**config.mk**
```make
export PLATFORM = sky130hd
export DESIGN_NAME = dma_svc_engine
export DESIGN_NICKNAME = d
export VERILOG_FILES = /design/src/rtl/dma_svc_pkg.sv /design/src/rtl/dma_chan_track.sv /design/src/rtl/dma_prio_pick.sv /design/src/rtl/dma_addr_gen.sv /design/src/rtl/dma_svc_engine.sv
export SDC_FILE = /design/constraint.sdc
export NUM_CORES = 1
export LEC_CHECK = 0
export BUFFER_PORTS_ARGS = -buffer_cell sky130_fd_sc_hd__buf_2
export CAP_MARGIN = 25
export CORE_MARGIN = 2
export CORE_UTILIZATION = 25
export CTS_BUF_LIST = sky130_fd_sc_hd__clkbuf_16
export DETAILED_ROUTE_END_ITERATION = 10
export PLACE_DENSITY_LB_ADDON = 0.05
export SLEW_MARGIN = 10
export SYNTH_ARGS = -nofsm -noshare
export SYNTH_HDL_FRONTEND = slang
export SYNTH_SLANG_ARGS = --single-unit
```
**constraint.sdc**
```tcl
create_clock -name clk -period 4.6 [get_ports clk]
set_input_delay 0.23 -clock clk [delete_from_list [all_inputs] [get_ports clk]]
set_output_delay 0.23 -clock clk [all_outputs]
set_load 0.005 [all_outputs]
```
**src/rtl/dma_svc_pkg.sv**
```systemverilog
package dma_svc_pkg;
  localparam int MODE_W        = 8;
  localparam int MODE_DOWN_BIT = 5;
  localparam int MODE_AUTO_BIT = 4;
  localparam int MODE_TYPE_LSB = 2;

  typedef struct packed {
    logic       down;
    logic       reload;
    logic [1:0] xtype;
  } mode_fields_t;

  function automatic mode_fields_t decode_mode(input logic [MODE_W-1:0] m);
    mode_fields_t f;
    f.down   = m[MODE_DOWN_BIT];
    f.reload = m[MODE_AUTO_BIT];
    f.xtype  = m[MODE_TYPE_LSB +: 2];
    return f;
  endfunction
endpackage

```
**src/rtl/dma_chan_track.sv**
```systemverilog
module dma_chan_track #(
  parameter int CNT_W = 16,
  localparam int PW = CNT_W + 2
) (
  input  logic             clk,
  input  logic             rst,
  input  logic             load_i,
  input  logic             svc_i,
  input  logic             shift_i,
  input  logic [CNT_W-1:0] base_cnt_i,
  input  logic             reload_i,
  output logic [PW-1:0]    pos_o,
  output logic             done_o,
  output logic             tc_hit_o,
  output logic             stat_o
);
  logic [PW-1:0] len;
  logic [PW-1:0] step;
  logic [PW-1:0] nxt;

  assign len      = (PW'(base_cnt_i) + PW'(1)) << shift_i;
  assign step     = shift_i ? PW'(2) : PW'(1);
  assign nxt      = pos_o + step;
  assign tc_hit_o = svc_i && (nxt == len);

  always_ff @(posedge clk) begin
    if (rst) begin
      pos_o  <= '0;
      done_o <= 1'b0;
      stat_o <= 1'b0;
    end else if (load_i) begin
      pos_o  <= '0;
      done_o <= 1'b0;
      stat_o <= 1'b0;
    end else if (svc_i) begin
      if (tc_hit_o) begin
        stat_o <= 1'b1;
        if (reload_i) begin
          pos_o <= '0;
        end else begin
          pos_o  <= nxt;
          done_o <= 1'b1;
        end
      end else begin
        pos_o <= nxt;
      end
    end
  end


  done_hold_chk: assert property (@(posedge clk) disable iff (rst)
    done_o && !load_i |=> done_o);

  svc_not_done_chk: assert property (@(posedge clk) disable iff (rst)
    svc_i |-> !done_o);

  load_clr_chk: assert property (@(posedge clk) disable iff (rst)
    load_i |=> (pos_o == '0) && !done_o && !stat_o);
endmodule

```
**src/rtl/dma_prio_pick.sv**
```systemverilog
module dma_prio_pick #(
  parameter int N = 4,
  localparam int IW = (N > 1) ? $clog2(N) : 1
) (
  input  logic [N-1:0]  elig_i,
  output logic [N-1:0]  gnt_o,
  output logic          any_o,
  output logic [IW-1:0] idx_o
);
  always_comb begin
    gnt_o = '0;
    idx_o = '0;
    any_o = 1'b0;
    for (int i = N - 1; i >= 0; i--) begin
      if (elig_i[i]) begin
        gnt_o = '0;
        gnt_o[i] = 1'b1;
        idx_o = IW'(i);
        any_o = 1'b1;
      end
    end
  end
endmodule

```
**src/rtl/dma_addr_gen.sv**
```systemverilog
module dma_addr_gen #(
  parameter int CNT_W = 16,
  localparam int AW = CNT_W + 2
) (
  input  logic [CNT_W-1:0] base_addr_i,
  input  logic [AW-1:0]    pos_i,
  input  logic             shift_i,
  input  logic             down_i,
  output logic [AW-1:0]    addr_o
);
  logic [AW-1:0] base_ext;
  assign base_ext = AW'(base_addr_i) << shift_i;
  assign addr_o   = down_i ? (base_ext - pos_i) : (base_ext + pos_i);
endmodule

```
**src/rtl/dma_svc_engine.sv**
```systemverilog
module dma_svc_engine #(
  parameter int NUM_CH = 4,
  parameter int CNT_W  = 16,
  localparam int IW = (NUM_CH > 1) ? $clog2(NUM_CH) : 1,
  localparam int AW = CNT_W + 2,
  localparam int MW = dma_svc_pkg::MODE_W
) (
  input  logic                    clk,
  input  logic                    rst,
  input  logic                    ctl_dis_i,
  input  logic                    shift_i,
  input  logic [NUM_CH-1:0]       mask_i,
  input  logic [NUM_CH-1:0]       req_i,
  input  logic [NUM_CH-1:0]       load_i,
  input  logic [NUM_CH*CNT_W-1:0] base_cnt_i,
  input  logic [NUM_CH*CNT_W-1:0] base_addr_i,
  input  logic [NUM_CH*MW-1:0]    mode_i,
  output logic [NUM_CH-1:0]       gnt_o,
  output logic                    inc_o,
  output logic [AW-1:0]           addr_o,
  output logic                    dir_down_o,
  output logic [1:0]              xfer_type_o,
  output logic                    autoinit_o,
  output logic [NUM_CH-1:0]       tc_o,
  output logic [NUM_CH-1:0]       tc_stat_o
);
  import dma_svc_pkg::*;

  mode_fields_t       mf      [NUM_CH];
  logic [AW-1:0]      pos_a   [NUM_CH];
  logic [CNT_W-1:0]   baddr_a [NUM_CH];
  logic [NUM_CH-1:0]  elig;
  logic [NUM_CH-1:0]  done;
  logic [NUM_CH-1:0]  tc_hit;
  logic [NUM_CH-1:0]  pick_gnt;
  logic               pick_any;
  logic [IW-1:0]      pick_idx;
  logic [AW-1:0]      sel_addr;
  logic [NUM_CH*4-1:0] unused_mode_bits;

  for (genvar c = 0; c < NUM_CH; c++) begin : g_ch
    assign mf[c]      = decode_mode(mode_i[c*MW +: MW]);
    assign baddr_a[c] = base_addr_i[c*CNT_W +: CNT_W];
    assign elig[c]    = ~ctl_dis_i & ~mask_i[c] & req_i[c] & ~done[c] & ~load_i[c];
    assign unused_mode_bits[c*4 +: 4] = {mode_i[c*MW+7 -: 2], mode_i[c*MW +: 2]};

    dma_chan_track #(.CNT_W(CNT_W)) u_trk (
      .clk        (clk),
      .rst        (rst),
      .load_i     (load_i[c]),
      .svc_i      (pick_gnt[c]),
      .shift_i    (shift_i),
      .base_cnt_i (base_cnt_i[c*CNT_W +: CNT_W]),
      .reload_i   (mf[c].reload),
      .pos_o      (pos_a[c]),
      .done_o     (done[c]),
      .tc_hit_o   (tc_hit[c]),
      .stat_o     (tc_stat_o[c])
    );
  end

  dma_prio_pick #(.N(NUM_CH)) u_pick (
    .elig_i (elig),
    .gnt_o  (pick_gnt),
    .any_o  (pick_any),
    .idx_o  (pick_idx)
  );

  dma_addr_gen #(.CNT_W(CNT_W)) u_addr (
    .base_addr_i (baddr_a[pick_idx]),
    .pos_i       (pos_a[pick_idx]),
    .shift_i     (shift_i),
    .down_i      (mf[pick_idx].down),
    .addr_o      (sel_addr)
  );

  always_ff @(posedge clk) begin
    if (rst) begin
      gnt_o       <= '0;
      inc_o       <= 1'b0;
      addr_o      <= '0;
      dir_down_o  <= 1'b0;
      xfer_type_o <= '0;
      autoinit_o  <= 1'b0;
      tc_o        <= '0;
    end else begin
      gnt_o <= pick_gnt;
      inc_o <= pick_any;
      tc_o  <= tc_hit;
      if (pick_any) begin
        addr_o      <= sel_addr;
        dir_down_o  <= mf[pick_idx].down;
        xfer_type_o <= mf[pick_idx].xtype;
        autoinit_o  <= mf[pick_idx].reload;
      end else begin
        addr_o      <= '0;
        dir_down_o  <= 1'b0;
        xfer_type_o <= '0;
        autoinit_o  <= 1'b0;
      end
    end
  end


  gnt_onehot_chk: assert property (@(posedge clk) disable iff (rst)
    $onehot0(gnt_o));

  tc_in_gnt_chk: assert property (@(posedge clk) disable iff (rst)
    (tc_o & ~gnt_o) == '0);

  tc_sets_stat_chk: assert property (@(posedge clk) disable iff (rst)
    (tc_o & ~tc_stat_o) == '0);

  dis_block_chk: assert property (@(posedge clk) disable iff (rst)
    $past(ctl_dis_i) |-> (gnt_o == '0));

  load_no_gnt_chk: assert property (@(posedge clk) disable iff (rst)
    ($past(load_i) & gnt_o) == '0);
endmodule

```
==> results by stage <==
Outcome:
- The run finished with clean final reports.

Clock tree:
- After clock tree synthesis, the clock-pin slew on the worst setup and hold paths is 80 ps.
- The TritonCTS clock tree is yes.
- The depth of the CTS H-tree is 3.
- The clock root buffer is sky130_fd_sc_hd__clkbuf_16.
- The number of buffers created by CTS is 9.
- After clock tree synthesis, the flow added hold-fix buffers numbering 0.
- In this run the deepest clock path goes through 2 buffers.
- The number of sinks on the clock net is 111.
- The source-to-sink clock delay at the later pin of the worst-skew pair is 400 ps.

Placed design:
- The routability-driven placement congestion ratio is 0.820.
- The pre-CTS setup slack is -46.1 ps.
- The HPWL after detailed placement is 43,900 µm.
- The number of port buffers is 194.
- Once placement completed, the tool counted placed cells totaling 2,653.

Route:
- The number of design-rule violations left by the first detailed-router iteration is 844.
- In the routed design, unresolved DRC markers number 0.
- The routed layout has 14,200 vias.
- Summed over all layers, the routed wires come to 54,400 µm.
- Once detail routing completed, the nets flagged for antenna violations numbered 0.
- The count of TritonRoute iterations in the first routing pass is 5.
- The average wire per cell in the routed design is 20.4 µm.
- In the routed layout, each cell is associated on average with a via count of 5.30.

Die:
- The die is 233 µm tall.
- The core region area is 0.0515 mm².
- The die covers 0.0541 mm².
- The number of I/O pins is 211.
- The initial core utilization is 25.3%.
- The width of the chip is 233 µm.
- The initialized floorplan defines 83 standard-cell rows.

Critical path:
- For the worst flop-to-flop path, the logic depth is 16.
- The terminus of the critical flop-to-flop path is addr_o[11]$_SDFF_PP0_.
- The endpoint of the most critical setup path is addr_o[11]$_SDFF_PP0_.
- The maximum fanout along the worst path is 9.
- In this run the critical register-to-register path is launched from g_ch[2].u_trk.done_o$_SDFFE_PP0P_.
- STA classifies the critical path endpoint as a register.
- The setup path with the least slack is of type register to register.
- The minimum setup slack among reg-to-reg paths is 210 ps.
- At the worst endpoint, the arrival time is 4680 ps.
- STA classifies the critical path startpoint as a register.
- In this run the worst setup path begins at g_ch[2].u_trk.done_o$_SDFFE_PP0P_.
- The data required time of the worst path is 4890 ps.

Global routing:
- The global routing usage summed across all routing layers is 20.0%.
- Summed over all layers, the global routing overflow is 0.
- The number of global-route vias before repair is 13,700.
- Entering global routing, the biggest net connects 83 pins.
- The met1 track utilization from global routing is 25.9%.
- The initial antenna violation count is 1.
- The first global-routing pass estimated 83,000 µm of wire.
- Global routing used 2.40% of the available met3 tracks.
- The met2 track utilization from global routing is 34.7%.
- The most utilized layer in the global route result is met2.

Synth:
- After synthesis, the mean cell area works out to 7.33 µm².
- Summing every instance area after synthesis gives 0.0131 mm².
- For this run, the register share of the synthesized area comes to 17.0%.
- The number of instances in the synthesized netlist is 1,781.
- In this run, synthesis inferred 0 flip-flops with an integrated enable.
- During synthesis, Yosys emitted a total of 0 warnings.
- The combinational family with the most area after synthesis is simple AND/OR/NAND/NOR gates.
- Of all flip-flops after synthesis, the portion carrying an async set or reset was 0%.
- The netlist uses 102 different library cells.
- The synthesized design contains 111 register bits.
- After Yosys synthesis, and, or, nand and nor cells account for 33.0% of the synthesized area.
- After Yosys synthesis, XOR and XNOR cells account for 12.8% of the synthesized area.
- The commonest register cell after synthesis is sky130_fd_sc_hd__dfxtp_1.
- After Yosys synthesis, full adders, half adders and majority gates account for 3.64% of the synthesized area.
- The compound-gate portion of the synthesized area is 21.7%.
- The net count of the mapped netlist is 1,992.
- Measured against the total synthesized area, the mux share comes to 5.59%.

Cells and area:
- The commonest non-fill, non-tap cell in the layout is sky130_fd_sc_hd__buf_2.
- The layout has 5,718 filler cells.
- Relative to the synthesized area, the layout overhead comes to 20.9%.
- The top cell types in the final layout, fill and taps aside, are sky130_fd_sc_hd__buf_2, sky130_fd_sc_hd__nand2_1, sky130_fd_sc_hd__nor2_1.
- The repair_antennas step left the layout with diodes totalling 0.
- The net count of the finished layout is 2,198.
- Once layout is complete, the cells apart from fillers number 2,672.
- The share of post-route cells with drive strength above 1 is 21.4%.

STA:
- The max-slew violation count is 0.
- The smallest clock period supported by the final layout is computed as 4390 ps.
- In this run the tightest slew margin relative to its limit is 33.6%.
- The worst-margin pin slew is 992 ps.
- The hold violation count in the final report was 0.
- Timing would allow up to 228 MHz.
- The final-report setup violation count is 0.
- Adding up every negative setup slack in the final design gives 0 ps.
- The largest clock skew in the final design is 11.9 ps.
- The worst setup slack after layout is 205 ps.
- After layout, the worst path uses 95.5% of the clock period.

Power and ir drop:
- The worst voltage drop across the vdd grid is 0.185 mV.
- Power comes to 0.00303 W.
- Dividing total power by cell area gives a power density of 192 mW/mm².
- The leakage power figure is 5.83 nW.

Job:
- Across the run, the number of max-cap violations was 0.

Hold path:
- The min-delay analysis places its worst path in the category input port to register.
- The hold path depth is 3.
==> how the worst min path moves through the flow <==
stage / startpoint / end / slack, ps
after floorplan: mode_i[10] / xfer_type_o[0]$_SDFF_PP0_ / 390
after global placement: g_ch[3].u_trk.stat_o$_SDFFE_PP0P_ / g_ch[3].u_trk.stat_o$_SDFFE_PP0P_ / 430
after detailed placement: g_ch[3].u_trk.stat_o$_SDFFE_PP0P_ / g_ch[3].u_trk.stat_o$_SDFFE_PP0P_ / 440
after CTS: mode_i[10] / xfer_type_o[0]$_SDFF_PP0_ / 70
after global routing: mode_i[2] / xfer_type_o[0]$_SDFF_PP0_ / 90
final: mode_i[10] / xfer_type_o[0]$_SDFF_PP0_ / 90
==> routing by layer <==
| metal | part of all wire, % | vias up |
|---|---|---|
| met4 | 2.2 | 2 |
| met1 | 46 | 6855 |
| met5 | 0.029 | - |
| met2 | 49 | 250 |
| li1 | - | 7011 |
| met3 | 3.3 | 46 |
==> synth_stat cells, drive strengths merged, types with 9 or more instances <==
cell     count  area (µm²)
and3        60         377
a31oi       23         144
nor3        55         280
a21boi      10        75.1
o2111ai     25         225
o31ai       12        90.1
and4        18         158
nand2b      18         113
inv         63         236
nand2      187         704
mux4        14         315
xor2        46         403
nand3       97         485
dfxtp      111        2220
a311oi      10        87.6
o21a         9        67.6
and2        20         128
o221ai      13         114
clkbuf      66         253
o21ai       75         375
a22oi       16         134
buf         56         312
a211oi      18         153
a2111oi     15         151
nand3b       9        67.6
xnor2      122        1070
nor2       167         637
o211ai      10        80.1
nor2b       17         106
nand4b      10        87.6
ha          30         375
o22ai       19         119
or3         28         175
nand4       38         265
a21oi       81         424
mux2i       35         358
or2         13        81.3
nor4        55         414
a21o        11        82.6
==> registers in the layout (all words and copies together) (netlist names) <==
signal,cells
g_ch.u_trk.pos_o,72
addr_o,18
g_ch.u_trk.done_o,4
g_ch.u_trk.stat_o,4
gnt_o,4
tc_o,4
xfer_type_o,2
autoinit_o,1
dir_down_o,1
inc_o,1
==> cell type report <==
type | count | area [µm²] | area share [%]
inverter | 65 | 244 | 1.55
sequential | 111 | 2220 | 14.1
tap | 680 | 851 | 5.39
clock buffer | 9 | 225 | 1.43
timing repair buffer | 317 | 2000 | 12.7
multi-input combinational | 1483 | 10200 | 64.5
clock inverter | 7 | 62.6 | 0.396
==> report_power, final <==
part	leakage, nW	internal [W]	switching (W)
combinational	4.79	0.000540	0.000655
clock	0.144	0.000420	0.000437
sequential	0.896	0.000977	0.00000457
total	5.83	0.00194	0.00110
==> cells by family after synthesis <==
kind of cell / count (synthesis)
and+or+nand+nor: 819
DFF: 111
adders and majority gates: 35
AOI/OAI and AO/OA: 398
buffers and inverters: 187
xor gates and xnor gates: 177
muxes: 54
==> per-stage QoR <==
| stage | hold WS, ps | instance area [µm²] | util (%) |
|---|---|---|---|
| floorplan | 387 | 13100 | - |
| global placement | 431 | 15300 | 29.7 |
| detailed placement | 436 | 15300 | 29.7 |
| CTS | 69.5 | 15600 | 30.3 |
| global route | 92.3 | 15800 | 30.7 |
| finish | 92.9 | 15800 | 30.7 |
==> what timing repair did <==
item                                   4_1_cts  5_1_grt
setup endpoints to repair                    0       10
gates resized for setup                      0       32
setup buffers                                0        2
endpoints found under the hold margin        0        0
==> critical path, cell delays in order, from the launching register on <==
cell and delay [ps]:
sky130_fd_sc_hd__dfxtp_2 350, sky130_fd_sc_hd__or4_4 560, sky130_fd_sc_hd__a211oi_4 340, sky130_fd_sc_hd__clkbuf_16 220, sky130_fd_sc_hd__buf_4 160, sky130_fd_sc_hd__o2111ai_2 170
sky130_fd_sc_hd__a22oi_4 270, sky130_fd_sc_hd__a41oi_4 170, sky130_fd_sc_hd__buf_4 180, sky130_fd_sc_hd__xor2_1 150, sky130_fd_sc_hd__ha_1 230, sky130_fd_sc_hd__or3_1 390
sky130_fd_sc_hd__o211ai_1 290, sky130_fd_sc_hd__a21oi_1 130, sky130_fd_sc_hd__o21a_1 190, sky130_fd_sc_hd__or3_1 290, sky130_fd_sc_hd__and3_1 190
Note: power is estimated with default switching activity, not from simulation.
